### config.mk
export PLATFORM = sky130hd
export DESIGN_NAME = sync_rx_fifo
export DESIGN_NICKNAME = d
export VERILOG_FILES = /design/src/rtl/rxf_pkg.sv /design/src/rtl/rxf_sync_gate.sv /design/src/rtl/rxf_bit_store.sv /design/src/rtl/sync_rx_fifo.sv
export SDC_FILE = /design/constraint.sdc
export NUM_CORES = 1
export LEC_CHECK = 0
export ABC_AREA = 0
export BUFFER_PORTS_ARGS = -buffer_cell sky130_fd_sc_hd__buf_2
export CAP_MARGIN = 0
export CELL_PAD_IN_SITES_DETAIL_PLACEMENT = 0
export CELL_PAD_IN_SITES_GLOBAL_PLACEMENT = 1
export CORE_ASPECT_RATIO = 0.7
export CORE_MARGIN = 4
export CORE_UTILIZATION = 29
export DETAILED_ROUTE_END_ITERATION = 10
export GPL_ROUTABILITY_DRIVEN = 1
export PLACE_DENSITY_LB_ADDON = 0.1
export SLEW_MARGIN = 40
export SYNTH_ARGS = -nofsm -noshare
export SYNTH_HDL_FRONTEND = slang
export SYNTH_SLANG_ARGS = --single-unit
### constraint.sdc
create_clock -name clk -period 5.42 [get_ports clk]
set_clock_uncertainty 0.05 [all_clocks]
set_input_delay 0.542 -clock clk [delete_from_list [all_inputs] [get_ports clk]]
set_output_delay 0.542 -clock clk [all_outputs]
set_load 0.1 [all_outputs]
### src/rtl/rxf_pkg.sv
// Shared definitions for the sync-gated receive FIFO.
package rxf_pkg;
    // Fixed upper pattern byte used in two-byte mode.
    localparam logic [7:0] RXF_SYNC_HI_DEFAULT = 8'h2D;

    // Fill gate: hunting for the pattern, or passing bits to the store.
    typedef enum logic {
        GATE_HUNT = 1'b0,
        GATE_FILL = 1'b1
    } gate_e;
endpackage

### src/rtl/rxf_sync_gate.sv
// Pattern hunter and fill gate.
// Shifts every strobed bit into a 2*BYTE_W history while hunting. The gate
// opens on the strobe that completes the pattern; that bit is not passed on.
// A seen-bit counter makes sure that only bits strobed since arming can
// form a match. Assumes fill_en low means flush/re-arm.
module rxf_sync_gate
    import rxf_pkg::*;
#(
    parameter int BYTE_W = 8,
    parameter logic [BYTE_W-1:0] SYNC_HI = RXF_SYNC_HI_DEFAULT
) (
    input  logic              clk,
    input  logic              rst_n,
    input  logic              fill_en,
    input  logic              fill_always,
    input  logic              two_byte,
    input  logic [BYTE_W-1:0] pattern_lo,
    input  logic              bit_in,
    input  logic              bit_stb,
    output logic              store_stb,
    output logic              store_bit
);
    localparam int HIST_W = 2 * BYTE_W;
    localparam int SEEN_W = $clog2(HIST_W + 1);
    localparam logic [SEEN_W-1:0] SEEN_MAX = SEEN_W'(HIST_W);
    localparam logic [SEEN_W-1:0] NEED_ONE = SEEN_W'(BYTE_W - 1);
    localparam logic [SEEN_W-1:0] NEED_TWO = SEEN_W'(HIST_W - 1);

    gate_e              gate_q;
    logic [HIST_W-1:0]  hist_q;
    logic [SEEN_W-1:0]  seen_q;
    logic [HIST_W-1:0]  hist_nx;
    logic               hunting;
    logic               hit;

    // Candidate history including the bit on the input now.
    always_comb hist_nx = {hist_q[HIST_W-2:0], bit_in};

    // Pattern compare for the selected length, qualified by bits seen.
    always_comb begin
        if (two_byte)
            hit = (hist_nx == {SYNC_HI, pattern_lo}) && (seen_q >= NEED_TWO);
        else
            hit = (hist_nx[BYTE_W-1:0] == pattern_lo) && (seen_q >= NEED_ONE);
    end

    always_comb hunting = fill_en && !fill_always && (gate_q == GATE_HUNT);

    // Gate state, history and seen counter; fill_en low re-arms.
    always_ff @(posedge clk) begin
        if (!rst_n || !fill_en) begin
            gate_q <= GATE_HUNT;
            hist_q <= '0;
            seen_q <= '0;
        end else if (hunting && bit_stb) begin
            hist_q <= hist_nx;
            if (seen_q != SEEN_MAX) seen_q <= seen_q + 1'b1;
            if (hit) gate_q <= GATE_FILL;
        end
    end

    // Bits reach the store once the gate is open or when filling always.
    always_comb begin
        store_stb = fill_en && bit_stb && ((gate_q == GATE_FILL) || fill_always);
        store_bit = bit_in;
    end


    early_open_chk: assert property (@(posedge clk) disable iff (!rst_n)
        ($rose(gate_q == GATE_FILL) && two_byte) |-> ($past(seen_q) >= NEED_TWO));


    rearm_hunt_chk: assert property (@(posedge clk) disable iff (!rst_n)
        !fill_en |=> (gate_q == GATE_HUNT));
endmodule

### src/rtl/rxf_bit_store.sv
// Bit-granular store packed into bytes.
// Writes one bit per write strobe, first bit at the byte's MSB. Reads pop a
// whole byte. Assumes DEPTH is a power of two holding at least two bytes.
// A read with less than one byte held returns zero. A write to a full store
// is dropped and raises a sticky overflow.
module rxf_bit_store #(
    parameter int DEPTH  = 16,
    parameter int BYTE_W = 8
) (
    input  logic                         clk,
    input  logic                         rst_n,
    input  logic                         flush,
    input  logic                         wr_stb,
    input  logic                         wr_bit,
    input  logic                         rd_req,
    output logic [BYTE_W-1:0]            rd_data,
    output logic [$clog2(DEPTH+1)-1:0]   level,
    output logic                         overflow
);
    localparam int NBYTES = DEPTH / BYTE_W;
    localparam int PTR_W  = $clog2(DEPTH);
    localparam int BIDX_W = $clog2(BYTE_W);
    localparam int RB_W   = $clog2(NBYTES);
    localparam int CNT_W  = $clog2(DEPTH + 1);
    localparam logic [CNT_W-1:0]  FULL_CNT = CNT_W'(DEPTH);
    localparam logic [CNT_W-1:0]  BYTE_CNT = CNT_W'(BYTE_W);
    localparam logic [BIDX_W-1:0] LAST_BIT = BIDX_W'(BYTE_W - 1);

    logic [BYTE_W-1:0] mem [NBYTES];
    logic [PTR_W-1:0]  wptr_q;
    logic [RB_W-1:0]   rbyte_q;
    logic [CNT_W-1:0]  count_q;
    logic              full, can_rd, do_wr, do_rd;
    logic [RB_W-1:0]   wbyte;
    logic [BIDX_W-1:0] wbit;

    // Store conditions taken from the level before this cycle's update.
    always_comb begin
        full   = (count_q == FULL_CNT);
        can_rd = (count_q >= BYTE_CNT);
        do_wr  = wr_stb && !full && !flush;
        do_rd  = rd_req && can_rd && !flush;
        wbyte  = wptr_q[PTR_W-1:BIDX_W];
        wbit   = wptr_q[BIDX_W-1:0];
    end

    // Bit write into the addressed byte, MSB first.
    always_ff @(posedge clk) begin
        if (do_wr) mem[wbyte][LAST_BIT - wbit] <= wr_bit;
    end

    // Pointers, level and overflow; flush empties the store.
    always_ff @(posedge clk) begin
        if (!rst_n || flush) begin
            wptr_q   <= '0;
            rbyte_q  <= '0;
            count_q  <= '0;
            overflow <= 1'b0;
        end else begin
            if (do_wr) wptr_q <= wptr_q + 1'b1;
            if (do_rd) rbyte_q <= rbyte_q + 1'b1;
            count_q <= count_q + CNT_W'(do_wr) - (do_rd ? BYTE_CNT : '0);
            if (wr_stb && full) overflow <= 1'b1;
        end
    end

    // Read data register, updated only by a read request.
    always_ff @(posedge clk) begin
        if (!rst_n)      rd_data <= '0;
        else if (rd_req) rd_data <= do_rd ? mem[rbyte_q] : '0;
    end

    always_comb level = count_q;


    count_bound_chk: assert property (@(posedge clk) disable iff (!rst_n)
        count_q <= FULL_CNT);


    ovf_sticky_chk: assert property (@(posedge clk) disable iff (!rst_n)
        (overflow && !flush) |=> overflow);


    full_drop_chk: assert property (@(posedge clk) disable iff (!rst_n)
        (full && wr_stb && !rd_req && !flush) |=> (count_q == FULL_CNT) && overflow);


    short_read_chk: assert property (@(posedge clk) disable iff (!rst_n)
        (rd_req && !can_rd && !flush) |=> (rd_data == '0) && $stable(count_q));


    rd_hold_chk: assert property (@(posedge clk) disable iff (!rst_n)
        !rd_req |=> $stable(rd_data));
endmodule

### src/rtl/sync_rx_fifo.sv
// Sync-gated receive FIFO top.
// Joins the pattern gate to the bit store and derives the level interrupt
// and empty flag. Configuration inputs are assumed steady within a packet;
// fill_en low flushes and re-arms.
module sync_rx_fifo
    import rxf_pkg::*;
#(
    parameter int BYTE_W = 8,
    parameter int DEPTH  = 16,
    parameter int LVL_W  = 4,
    parameter logic [BYTE_W-1:0] SYNC_HI = RXF_SYNC_HI_DEFAULT
) (
    input  logic              clk,
    input  logic              rst_n,
    input  logic              bit_in,
    input  logic              bit_stb,
    input  logic              fill_en,
    input  logic              fill_always,
    input  logic              two_byte_sync,
    input  logic [BYTE_W-1:0] sync_lo,
    input  logic [LVL_W-1:0]  irq_lvl,
    input  logic              rd_req,
    output logic [BYTE_W-1:0] rd_data,
    output logic              fifo_irq,
    output logic              fifo_empty,
    output logic              fifo_ovf
);
    localparam int CNT_W = $clog2(DEPTH + 1);

    logic             st_stb, st_bit;
    logic [CNT_W-1:0] level;
    logic [CNT_W-1:0] lvl_eff;

    rxf_sync_gate #(.BYTE_W(BYTE_W), .SYNC_HI(SYNC_HI)) u_gate (
        .clk        (clk),
        .rst_n      (rst_n),
        .fill_en    (fill_en),
        .fill_always(fill_always),
        .two_byte   (two_byte_sync),
        .pattern_lo (sync_lo),
        .bit_in     (bit_in),
        .bit_stb    (bit_stb),
        .store_stb  (st_stb),
        .store_bit  (st_bit)
    );

    rxf_bit_store #(.DEPTH(DEPTH), .BYTE_W(BYTE_W)) u_store (
        .clk      (clk),
        .rst_n    (rst_n),
        .flush    (!fill_en),
        .wr_stb   (st_stb),
        .wr_bit   (st_bit),
        .rd_req   (rd_req),
        .rd_data  (rd_data),
        .level    (level),
        .overflow (fifo_ovf)
    );

    // Threshold of zero behaves as one so an empty store never interrupts.
    always_comb lvl_eff = (irq_lvl == '0) ? CNT_W'(1) : CNT_W'(irq_lvl);

    // Status outputs derived from the held bit count.
    always_comb begin
        fifo_irq   = (level >= lvl_eff);
        fifo_empty = (level == '0);
    end


    flush_clear_chk: assert property (@(posedge clk) disable iff (!rst_n)
        !fill_en |=> (fifo_empty && !fifo_ovf));


    irq_nonempty_chk: assert property (@(posedge clk) disable iff (!rst_n)
        fifo_irq |-> !fifo_empty);


    hunt_nostore_chk: assert property (@(posedge clk) disable iff (!rst_n)
        (!fill_en) |=> (fill_en && !fill_always && !bit_stb && !rd_req) |=> fifo_empty);
endmodule

### Word-level counts from Yosys, hierarchy flattened

Memory sizes are Yosys's and may differ from the RTL's. A register that Yosys moved wholly into a read port is not among the register bits.
Cells that the tools add are included.

| cells by class | value |
|---|---|
| add/subtract/negate cells | 6 |
| $lt $le $gt $ge | 6 |
| equality and inequality tests | 4 |
| mux-type cells | 10 |
| bitwise logic cells | 1 |
| reduce and logical (&&, ||, !) cells | 23 |

Operators by type and width:

| kind | count |
|---|---|
| $eq A16 B14 Y1 | 1 |
| $mux W8 | 2 |
| $logic_and A1 B1 Y1 | 13 |
| $ge A5 B4 Y1 const B | 2 |
| $eq A8 B8 Y1 | 1 |
| $mux W4 | 2 |
| $add A5 B1 Y5 | 1 |
| $add A5 B1 Y5 const B | 1 |
| $eq A5 B5 Y1 const B | 1 |
| $ge A5 B3 Y1 const B | 1 |
| $ge A5 B4 Y1 | 1 |
| $logic_not A5 Y1 | 1 |
| $mux W1 | 5 |
| $ne A5 B5 Y1 const B | 1 |
| $sub A5 B5 Y5 | 1 |
| $add A4 B1 Y4 const B | 1 |
| $logic_not A1 Y1 | 4 |
| $logic_not A4 Y1 | 1 |
| $lt A3 B4 Y1 const B | 1 |
| $reduce_and A2 Y1 | 2 |
| $demux W1 S3 | 1 |
| $ge A3 B1 Y1 const B | 1 |
| $sub A3 B3 Y3 const A | 1 |
| $logic_or A1 B1 Y1 | 2 |
| other kinds (2) | 2 |

| word-level totals | value |
|---|---|
| bits in registers | 40 |
| bits in writable memories | 16 |
| input port bits | 20 |
| output and inout bits | 11 |
| logic and storage cells | 59 |
| memories | 1 |

Memory list:

| name | depth | width | rd ports | clocked after memory_dff | wr ports | line | source |
|---|---|---|---|---|---|---|---|
| u_store.mem | 2 | 8 | 1 | 1 | 1 | rxf_bit_store.sv:29 | `logic [BYTE_W-1:0] mem [NBYTES];` |

### Longest topological paths before layout

Gate-level depths: netlist of the first run.

| logic depth | value |
|---|---|
| depth in word-level cells | 6 |
| mapped depth | 10 |
| gate-level depth less buffers | 10 |

### By module

A second synthesis of the first run with hierarchy kept.

| second synthesis, totals | value |
|---|---|
| cells, all modules | 293 |
| area, all modules | 2,820.2 µm² |

Modules (own cells, without submodules):

| module | times used | cells each | area each (µm²) | seq. area each (µm²) |
|---|---|---|---|---|
| rxf_bit_store | 1 | 154 | 1,696.6 | 880.8 |
| rxf_sync_gate | 1 | 121 | 991.0 | 420.4 |
| sync_rx_fifo | 1 | 18 | 132.6 | 0.0 |

### Worst setup path after synthesis of the first run

Ideal clock, no wire load.

| path | value |
|---|---|
| kind | register to output |
| from | reg u_store.count_q[2], in the netlist u_store.level[2] |
| to | out fifo_empty |
| arrival time | 2.948 ns |
| required time | 4.828 ns |
| path slack | 1.880 ns |
| cell stages (with the launch flop) | 3 |
| path buffers | 0 |
| cells stage by stage | dfxtp_1 > nor3_1 > nor3b_1 |

| on the way | value |
|---|---|
| cells in the longest elaborated chain, start to end | 1 |

RTL lines:

| item | line | source |
|---|---|---|
| start, declared | rxf_bit_store.sv:32 | `logic [CNT_W-1:0] count_q;` |
| start signal, assigned | rxf_bit_store.sv:62 | `count_q <= count_q + CNT_W'(do_wr) - (do_rd ? BYTE_CNT : '0);` |
| $logic_not A5 Y1 | sync_rx_fifo.sv:65 | `fifo_empty = (level == '0);` |
| end, declared | sync_rx_fifo.sv:25 | `output logic fifo_empty,` |

Every way passes these cells.

### Worst setup path in the final report of the first run

| path | value |
|---|---|
| from | in irq_lvl[2] |
| to | out fifo_irq |

| on the way | value |
|---|---|
| cells in the longest elaborated chain, start to end | 3 |

RTL lines:

| item | line | source |
|---|---|---|
| start, declared | sync_rx_fifo.sv:21 | `input logic [LVL_W-1:0] irq_lvl,` |
| $logic_not A4 Y1 | sync_rx_fifo.sv:60 | `always_comb lvl_eff = (irq_lvl == '0) ? CNT_W'(1) : CNT_W'(irq_lvl);` |
| $mux W4 * | sync_rx_fifo.sv:60 |  |
| $ge A5 B4 Y1 * | sync_rx_fifo.sv:64 | `fifo_irq = (level >= lvl_eff);` |
| end, declared | sync_rx_fifo.sv:24 | `output logic fifo_irq,` |

Every way passes the cells marked *; elsewhere a longest branch is shown, timed or not.

==> results.txt, run 1 <==
wire length of the first global-routing pass - 9740 um
largest net degree at the start of global routing - 33
maximum vdd ir drop - 153 uV
share of synthesized area spent on multiplexers - 3.38%
initial antenna violation count - 0
FFs w/ async S/R, synth - 0%
Slew Viols, Final - 0
outcome - complete, no violations
synthesized-area fraction occupied by adder cells - 7.03%
Ports - 31
primary flip-flop cell chosen by synthesis mapping - dfxtp_1
H-tree Lvls - 3
post-synthesis compound-gate area fraction - 11.5%
DIE WIDTH - 123 um
Port Buf Inserts - 30
Post-synth EDFFs - 16
final worst path period share - 51.8%
Yosys top cell by area - dfxtp_1
fillcell total - 906
fraction of layout cells with a size suffix above 1 - 18.0%
Cell variety after synth - 49
Hold WS - 414 ps
DP Wirelength - 4140 um
max_slew headroom - 52.2%
die area - 10800 um^2
Syn Area/Cell - 9.53 um^2
Final GP Congestion - 0.703
Final Hold Viols - 0
drc violations - 0
area of the core - 8690 um^2
All-Layer GR Usage - 11.9%
Starting DRT DRC Count - 95
Final Non-Filler Cells - 437
post-route ant nets - 0
Cells after DPL - 421
total power divided by cell area - 341 nW/um^2
clock transition at the registers of the reported paths - 50 ps
Hold-fix buffers, CTS - 0
chip height - 88.3 um
Setup CP Type - in -> out
total gr overflow - 0
synthesized cell area - 2670 um^2
Static Leak - 1.24 nW
Wirelength per Cell - 13.4 um
PostCTS Resize Cnt - 0
DRT Pass-1 Iters - 4
TritonCTS clock tree - done
Post-Synth Simple-Gate Area - 18.3%
Yosys warnings - 0
maximum fanout along the worst path - 2
worst-margin pin slew - 711 ps
number of max-cap violations - 0
RSZ-0062 raised after global routing - no
clk_lat worst skew - 320 ps
XOR/XNOR Fraction of Synth Area - 5.58%
required time of the critical path - 4830 ps
fin crit period - 2810 ps
Net Count, Synth - 315
Fin Setup TNS - 0 ps
CTS root buf - clkbuf_16
# diodes - 0
# nets final - 347
setup violators final - 0
final wirelength - 5850 um
initial core utilization - 30.7%
Worst Hold Class - reg -> reg
# rows - 28
Syn Inst Count - 280
CP startpoint kind - input pin
CTS Sinks - 57
vias in the first global route - 1863
top cells by area, synth - dfxtp_1 31%, edfxtp_1 18%, ha_1 7.0%, nand2_1 5.2%, xor2_1 4.3%
Post-CTS Setup Repair Bufs - 0
Seq/Total Area, Yosys - 48.8%
Clock Tree Buf Depth - 2
Synth top area share - 30.8%
Fmax - 356 MHz
Design Area, Final - 3280 um^2
crit path DAT - 2210 ps
Area Growth Syn to Fin - 22.8%
Avg Vias per Cell - 4.41
CP endpoint kind - output pin
vias after detailed routing - 1927
main combinational cell family by area after synthesis - simple AND/OR/NAND/NOR gates
#FFs+latches synth - 57
Post-Place Cell Area - 2940 um^2
Num CTS Buffers - 9
power breakdown:
part           switching (mW)  internal, mW  total (mW)
registers             0.00142         0.439       0.441
clock network           0.189         0.444       0.633
logic                  0.0290        0.0149      0.0439
total                   0.220         0.898        1.12
cell families after synthesis:
| group | after synthesis |
|---|---|
| flops | 57 |
| xor+xnor | 17 |
| fa+ha+maj | 15 |
| compound gates | 47 |
| mux | 9 |
| simple gates | 99 |
| buf+inv | 36 |
flip-flops by register name, indices dropped and copies added, names as in the netlist, named ones only:
| name | flops |
|---|---|
| u_gate.gate_q | 1 |
| u_gate.hist_q | 15 |
| u_gate.seen_q | 5 |
| u_store.level | 5 |
| u_store.mem | 16 |
| u_store.overflow | 1 |
| u_store.rbyte_q | 1 |
| u_store.rd_data | 8 |
| u_store.wptr_q | 4 |
cell type report:
cell class	count	area [um^2]	area share, %
flip-flops and latches	57	1300	39.7
inverters	24	90.1	2.75
multi-input cells	187	1230	37.5
clock inverters	7	109	3.32
clock buffers	9	225	6.87
well taps	120	150	4.58
repair buffers	33	173	5.27
stage by stage:
stage                     utilization [%]  setup slack [ps]  total power, mW
after floorplan                         -              1880            0.475
after global placement               33.9              2630            0.494
after detailed placement             33.9              2620            0.494
after CTS                            37.7              2600             1.13
after global routing                 37.7              2550             1.16
final                                37.7              2610             1.12
final timing paths:
kind	end	slack (ps)	start	cells after the start
worst max-delay path	fifo_irq	2610	irq_lvl[2]	9
worst min-delay path	u_gate.hist_q[14]$_SDFFE_PP0P_	410	u_gate.hist_q[14]$_SDFFE_PP0P_	2
worst max register to register	u_store.level[4]$_SDFF_PP0_	2940	u_store.level[2]$_SDFF_PP0_	10
worst min register to register	u_gate.hist_q[14]$_SDFFE_PP0P_	410	u_gate.hist_q[14]$_SDFFE_PP0P_	2
critical path, cell delays in order:
cell and delay [ps]:
buf_2 70, inv_1 40, a31o_2 240, ha_1 260, nand2b_1 140, a21o_1 180, a21o_1 170, a211o_1 290
buf_2 290
synth_stat cells, drive strengths merged, types with 2 or more instances:
cell / number
o211ai: 2
xnor2: 4
nor2: 23
xor2: 13
mux2i: 9
edfxtp: 16
nor4: 2
a31oi: 2
ha: 15
nor3b: 2
buf: 7
clkbuf: 5
nand2b: 3
nand2: 37
o22ai: 8
nand4: 2
dfxtp: 41
nand3: 2
and3: 2
inv: 24
a21oi: 20
or3: 2
and2: 8
a211oi: 2
nor3: 10
o21ai: 3
a21o: 3
metal layers:
layer	wire (um)	GRT usage, %	up-vias	part of all wire [%]
met5	0	0	-	0
met4	74	3.66	0	1.3
met3	342	4.54	8	5.9
met2	2080	14.8	36	36
met1	3350	18.3	860	57
li1	-	-	1023	-
cells in the final DEF, fill, tap and decap left out, types with 2 or more instances in the layout:
master and n:
nand2_1 37, nand3_1 2, xnor2_1 4, nor3_1 9, and2_1 8, dfxtp_1 41, nand4_1 2, edfxtp_1 16
nor2_1 23, ha_1 15, clkbuf_16 9, xor2_1 13, o22ai_1 8, nor3b_1 2, nand2b_1 3, a211oi_1 2
bufinv_16 3, buf_2 30, and3_1 2, inv_1 23, buf_4 3, a21o_1 3, o21ai_0 3, clkinv_2 3
mux2i_1 9, a21oi_1 20
No activity file was read; power rests on OpenSTA's default activity.
==> run 2, diff against run 1 <==
Clock period 5.42 ns to 2.4 ns, I/O delays scaled along.
==> results.txt, run 2 (synthesized netlist as in run 1, its figures left out) <==
DRT Pass-1 Iters - 4 (unchanged)
fraction of layout cells with a size suffix above 1 - 20.4% (+2.4 points)
crit path cell chain - inv_1 -> ha_1 -> nand2b_1 -> a21o_1 -> a21o_1 -> a211o_1 -> buf_4
Starting DRT DRC Count - 82 (-14%)
Crit path largest cell delay - 350 ps (+60 ps)
post-route ant nets - 0 (unchanged)
biggest regs - u_store.mem x16, u_gate.hist_q x15, u_store.rd_data x8
Hold WS - 217 ps (-197 ps)
chip height - 88.3 um (unchanged)
Wirelength per Cell - 14.0 um (+4.3%)
Util after Layout - 38.3% (+0.58 points)
largest net degree at the start of global routing - 21 (-36%)
RSZ-0062 raised after global routing - no
Area Growth Syn to Fin - 24.7%
Hold-fix buffers, CTS - 0 (unchanged)
# nets final - 354 (+2.0%)
# diodes - 0 (unchanged)
DP Wirelength - 4490 um (+8.5%)
drc violations - 0 (unchanged)
max FFs per register - 16 (unchanged)
total power divided by cell area - 736 nW/um^2 (+120%)
Post-Place Cell Area - 3000 um^2 (+2.0%)
Final GP Congestion - 0.684 (-2.6%)
required time of the critical path - 2110 ps (-2720 ps)
fin crit period - 2300 ps
Num CTS Buffers - 9 (unchanged)
Ports - 31 (unchanged)
clock transition at the registers of the reported paths - 50 ps (about the same)
Final Hold Viols - 0 (unchanged)
M2 GR Usage - 16.2% (+1.4 points)
area of the core - 8690 um^2 (unchanged)
number of max-cap violations - 0 (unchanged)
CP max-delay cell - dfxtp_1
final wirelength - 6190 um (+6.0%)
initial core utilization - 30.7% (unchanged)
Post-CTS Setup Repair Bufs - 0 (unchanged)
Worst Hold Class - in -> reg
PostCTS Resize Cnt - 0 (unchanged)
worst-margin pin slew - 747 ps (+35.4 ps)
Clock Tree Buf Depth - 2 (unchanged)
CTS root buf - clkbuf_16
setup violators final - 0 (unchanged)
Avg Vias per Cell - 4.43 (+0.47%)
Cells after DPL - 428 (+1.7%)
met1 Use GR - 19.1% (+0.73 points)
Setup CP Type - reg -> out
DIE WIDTH - 123 um (unchanged)
Design Area, Final - 3330 um^2 (+1.5%)
vias in the first global route - 1911 (+2.6%)
GRT busiest layer - met1
commonest non-fill, non-tap cell in the layout - dfxtp_1
initial antenna violation count - 0 (unchanged)
maximum fanout along the worst path - 3 (+1)
wire length of the first global-routing pass - 10200 um (+4.5%)
CTS Sinks - 57 (unchanged)
Slew Viols, Final - 0 (unchanged)
Fmax - 435 MHz
final worst path period share - 95.7%
Pwr Total - 2.45 mW (+120%)
max_slew headroom - 50.1% (-2.1 points)
maximum vdd ir drop - 324 uV (+110%)
vias after detailed routing - 1967 (+2.1%)
# rows - 28 (unchanged)
register area - 1300 um^2 (unchanged)
Top reg by flops - u_store.mem
Fin Setup TNS - 0 ps (unchanged)
H-tree Lvls - 3 (unchanged)
die area - 10800 um^2 (unchanged)
fillcell total - 923 (+1.9%)
met3 Use GR - 4.35% (-0.19 points)
most frequent cells in the layout - 41 x dfxtp_1, 37 x nand2_1, 29 x buf_2
pre-CTS WS - 197 ps (-2420 ps)
area occupied by multi-input gates - 1230 um^2 (+0.41%)
Port Buf Inserts - 30 (unchanged)
outcome - complete, no violations
setup slack after layout - 102 ps (-2510 ps)
Static Leak - 1.26 nW (+1.9%)
CP endpoint kind - output pin
Final Non-Filler Cells - 444 (+1.6%)
crit path DAT - 2010 ps (-200 ps)
CP most frequent cell - a21o_1
CP startpoint kind - register
clk_lat worst skew - 330 ps (about the same)
total gr overflow - 0 (unchanged)
All-Layer GR Usage - 12.7% (+0.84 points)
TritonCTS clock tree - done
## run 2: cell count changes in the layout (fill, tap and decap cells not counted), sizes merged
cell	change
clkbuf	+2
inv	+1
bufinv	-2
clkinv	-3
buf	+7
clkinvlp	+2
## run 2: path summary, 6_finish.rpt
kind | from | end | slack (ps) | cells past startpoint
worst max-delay path | u_store.level[0]$_SDFF_PP0_ | fifo_irq | 100 | 7
worst min register to register | u_gate.hist_q[14]$_SDFFE_PP0P_ | u_gate.hist_q[14]$_SDFFE_PP0P_ | 410 | 2
worst max register to register | u_store.level[4]$_SDFF_PP0_ | u_store.level[4]$_SDFF_PP0_ | 320 | 10
worst min-delay path | rst_n | u_store.rd_data[2]$_SDFFE_PN0P_ | 220 | 2
## run 2: critical path: cells and delay by family, from the launching register on
kind,cells,cell delay [ps]
compound gates,3,630
flops,1,350
simple gates,1,140
buf+inv,2,290
fa+ha+maj,1,270
## run 2: power by group
group,total [mW],switching (mW),internal [mW]
combinational,0.105,0.0675,0.0373
sequential,0.995,0.00291,0.992
clock,1.35,0.454,0.896
total,2.45,0.525,1.92
## run 2: final cells by class
cell class,count,share of cell area [%]
Multi-Input combinational cell,187,37.1
Timing Repair Buffer,40,6.84
Inverter,24,2.71
Tap cell,120,4.51
Clock inverter,5,1.80
Sequential cell,57,39.1
Clock buffer,11,7.93
## run 2: metal layers
| metal | vias to the layer above | wire length [um] |
|---|---|---|
| met5 | - | 0 |
| met3 | 10 | 278 |
| met4 | 0 | 110 |
| li1 | 1037 | - |
| met2 | 38 | 2260 |
| met1 | 882 | 3540 |
==> run 3, diff against run 2 <==
Settings changed: SYNTH_HIERARCHICAL from default to 1.
==> results.txt, run 3 <==
Seq/Total Area, Yosys - 46.1% (-2.6 points)
All-Layer GR Usage - 11.8% (-0.91 points)
Avg Vias per Cell - 4.57 (+3.2%)
R2R depth - 9 (-1)
Yosys top cell by area - dfxtp_1
biggest regs - u_store/mem x16, u_gate/hist_q x15, u_store/rd_data x8
main combinational cell family by area after synthesis - simple AND/OR/NAND/NOR gates
Syn Area/Cell - 9.63 um^2 (+0.98%)
area occupied by multi-input gates - 1370 um^2 (+11%)
Port Buf Inserts - 30 (unchanged)
Slew Viols, Final - 0 (unchanged)
clock transition at the registers of the reported paths - 50 ps (about the same)
# rows - 29 (+3.6%)
Synth top area share - 29.1% (-1.7 points)
CP endpoint kind - output pin
Area Growth Syn to Fin - 20.5%
clk_lat worst skew - 320 ps (about the same)
Wirelength per Cell - 13.9 um (about the same)
Syn Inst Count - 293 (+4.6%)
Top reg by flops - u_store/mem
worst hold start - rst_n
Worst Hold Class - in -> reg
FFs w/ async S/R, synth - 0% (unchanged)
crit path launch - u_store/level[0]$_SDFF_PP0_
# nets final - 363 (+2.5%)
register area - 1300 um^2 (unchanged)
Crit path largest cell delay - 440 ps (+90 ps)
CP startpoint kind - register
Fin Setup TNS - 0 ps (unchanged)
r2r endpoint - u_store/level[4]$_SDFF_PP0_
XOR/XNOR Fraction of Synth Area - 4.66% (-0.92 points)
Util after Layout - 36.7% (-1.6 points)
wire length of the first global-routing pass - 10700 um (+4.7%)
post-route ant nets - 0 (unchanged)
fin crit period - 2300 ps (+5.26 ps)
Final GP Congestion - 0.713 (+4.2%)
Hold EP - u_store/rd_data[2]$_SDFFE_PN0P_
Ports - 31 (unchanged)
area of the core - 9250 um^2 (+6.5%)
primary flip-flop cell chosen by synthesis mapping - dfxtp_1
share of synthesized area spent on multiplexers - 4.26% (+0.88 points)
worst-margin pin slew - 519 ps (-227 ps)
Cell variety after synth - 47 (-4.1%)
largest net degree at the start of global routing - 20 (-4.8%)
final wirelength - 6360 um (+2.7%)
max FFs per register - 16 (unchanged)
Net Count, Synth - 328 (+4.1%)
RSZ-0062 raised after global routing - no
initial core utilization - 30.5% (-0.24 points)
maximum vdd ir drop - 319 uV (-1.5%)
DP Wirelength - 4660 um (+3.7%)
Post-Place Cell Area - 3130 um^2 (+4.1%)
number of max-cap violations - 0 (unchanged)
Design Area, Final - 3400 um^2 (+2.1%)
Setup CP Type - reg -> out
top cells by area, synth - dfxtp_1 29%, edfxtp_1 17%, ha_1 6.7%, nand2_1 5.9%, mux2i_1 4.3%
Num CTS Buffers - 9 (unchanged)
Starting DRT DRC Count - 87 (+6.1%)
Fmax - 434 MHz (-0.23%)
# diodes - 0 (unchanged)
total power divided by cell area - 652 nW/um^2 (-11%)
crit path cell chain - inv_1 -> ha_1 -> nand2b_1 -> a2111oi_4 -> nor3_4 -> buf_4
H-tree Lvls - 3 (unchanged)
Final Hold Viols - 0 (unchanged)
initial antenna violation count - 0 (unchanged)
commonest non-fill, non-tap cell in the layout - nand2_1
#FFs+latches synth - 57 (unchanged)
synthesized-area fraction occupied by adder cells - 6.65% (-0.38 points)
TritonCTS clock tree - done
DRT Pass-1 Iters - 4 (unchanged)
drc violations - 0 (unchanged)
CP max-delay cell - dfxtp_1
pre-CTS WS - 256 ps (+59.7 ps)
Static Leak - 1.22 nW (-3.4%)
R2R Setup Slk - 290 ps (-30 ps)
DIE WIDTH - 126 um (+2.6%)
Pwr Total - 2.22 mW (-9.5%)
worst r2r src - u_store/level[4]$_SDFF_PP0_
setup slack after layout - 96.9 ps (-5.26 ps)
CTS root buf - clkbuf_16
count leader, synth - nand2_1
PostCTS Resize Cnt - 1 (+1)
crit path DAT - 2010 ps (about the same)
die area - 11400 um^2 (+5.2%)
maximum fanout along the worst path - 4 (+1)
Hold Path Stages - 2 (unchanged)
Hold-fix buffers, CTS - 0 (unchanged)
outcome - complete, no violations
required time of the critical path - 2110 ps (about the same)
Post-Synth Simple-Gate Area - 21.4% (+3.1 points)
most frequent cells in the layout - 44 x nand2_1, 41 x dfxtp_1, 29 x buf_2
fraction of layout cells with a size suffix above 1 - 18.7% (-1.7 points)
fillcell total - 956 (+3.6%)
Clock Tree Buf Depth - 2 (unchanged)
setup violators final - 0 (unchanged)
vias in the first global route - 2027 (+6.1%)
most instantiated cells after synthesis - 44 x nand2_1, 41 x dfxtp_1, 24 x inv_1, 19 x a21oi_1, 16 x edfxtp_1
vias after detailed routing - 2085 (+6.0%)
synthesized cell area - 2820 um^2 (+5.7%)
chip height - 90.5 um (+2.5%)
Yosys warnings - 6 (+6)
post-synthesis compound-gate area fraction - 10.6% (-0.97 points)
Post-CTS Setup Repair Bufs - 0 (unchanged)
total gr overflow - 0 (unchanged)
CTS Sinks - 57 (unchanged)
max_slew headroom - 65.1% (+15 points)
Post-synth EDFFs - 16 (unchanged)
final worst path period share - 96.0% (+0.22 points)
## run 3: cell types whose count changed after synthesis, moves of 4 or more
cell	delta
nor2_1	-10
nor3_1	+4
o32ai_1	+8
nor4b_1	+4
nand2_1	+7
o22ai_1	-8
## run 3: worst max-delay path, delay by kind of cell (launching register included)
kind / cells / cell delay (ps)
flip-flops: 1 / 440
AO/OA/AOI/OAI: 1 / 400
buffers and inverters: 2 / 310
AND/OR/NAND/NOR: 2 / 250
adder cells (fa/ha/maj): 1 / 280
## run 3: report_power, final
part           internal [mW]  switching, mW  leakage, nW
combinational         0.0386         0.0676        0.621
clock                  0.718          0.399        0.127
sequential             0.992        0.00248        0.474
total                   1.75          0.469         1.22
## run 3: stage by stage
stage / std cells / hold slack (ps)
6_report: 456 / 240
5_1_grt: 456 / 247
4_1_cts: 456 / 237
3_5_place_dp: 441 / 412
3_3_place_gp: 441 / 395
2_1_floorplan: 293 / 312
## run 3: area by class of cell
| type | instances | area share [%] |
|---|---|---|
| well taps | 124 | 4.56 |
| clock buffers | 14 | 7.47 |
| inverters | 25 | 2.83 |
| repair buffers | 39 | 6.48 |
| multi-input cells | 196 | 40.2 |
| flip-flops and latches | 57 | 38.3 |
| clock inverters | 1 | 0.147 |
## run 3: worst max-delay path by stage
stage | to | slack, ps | cells past startpoint
6_report | fifo_irq | 100 | 6
5_1_grt | fifo_irq | 1 | 6
4_1_cts | fifo_irq | 30 | 6
3_5_place_dp | fifo_irq | 260 | 8
3_3_place_gp | fifo_irq | 270 | 8
2_1_floorplan | u_store/level[4]$_SDFF_PP0_ | 340 | 10
## run 3: cells by family (layout without fill, tap and decap cells)
group	after synthesis	in the layout
xor+xnor	15	15
fa+ha+maj	15	15
simple gates	111	111
compound gates	43	43
flops	57	57
mux	12	12
buf+inv	40	79
## run 3: per-layer routing
layer | vias up | track usage [%] | share of wire [%]
met5 | - | 0 | 0
met4 | 0 | 3.48 | 0.57
met3 | 6 | 4.08 | 4.2
met2 | 31 | 15.1 | 38
met1 | 956 | 18.1 | 58
li1 | 1092 | - | -
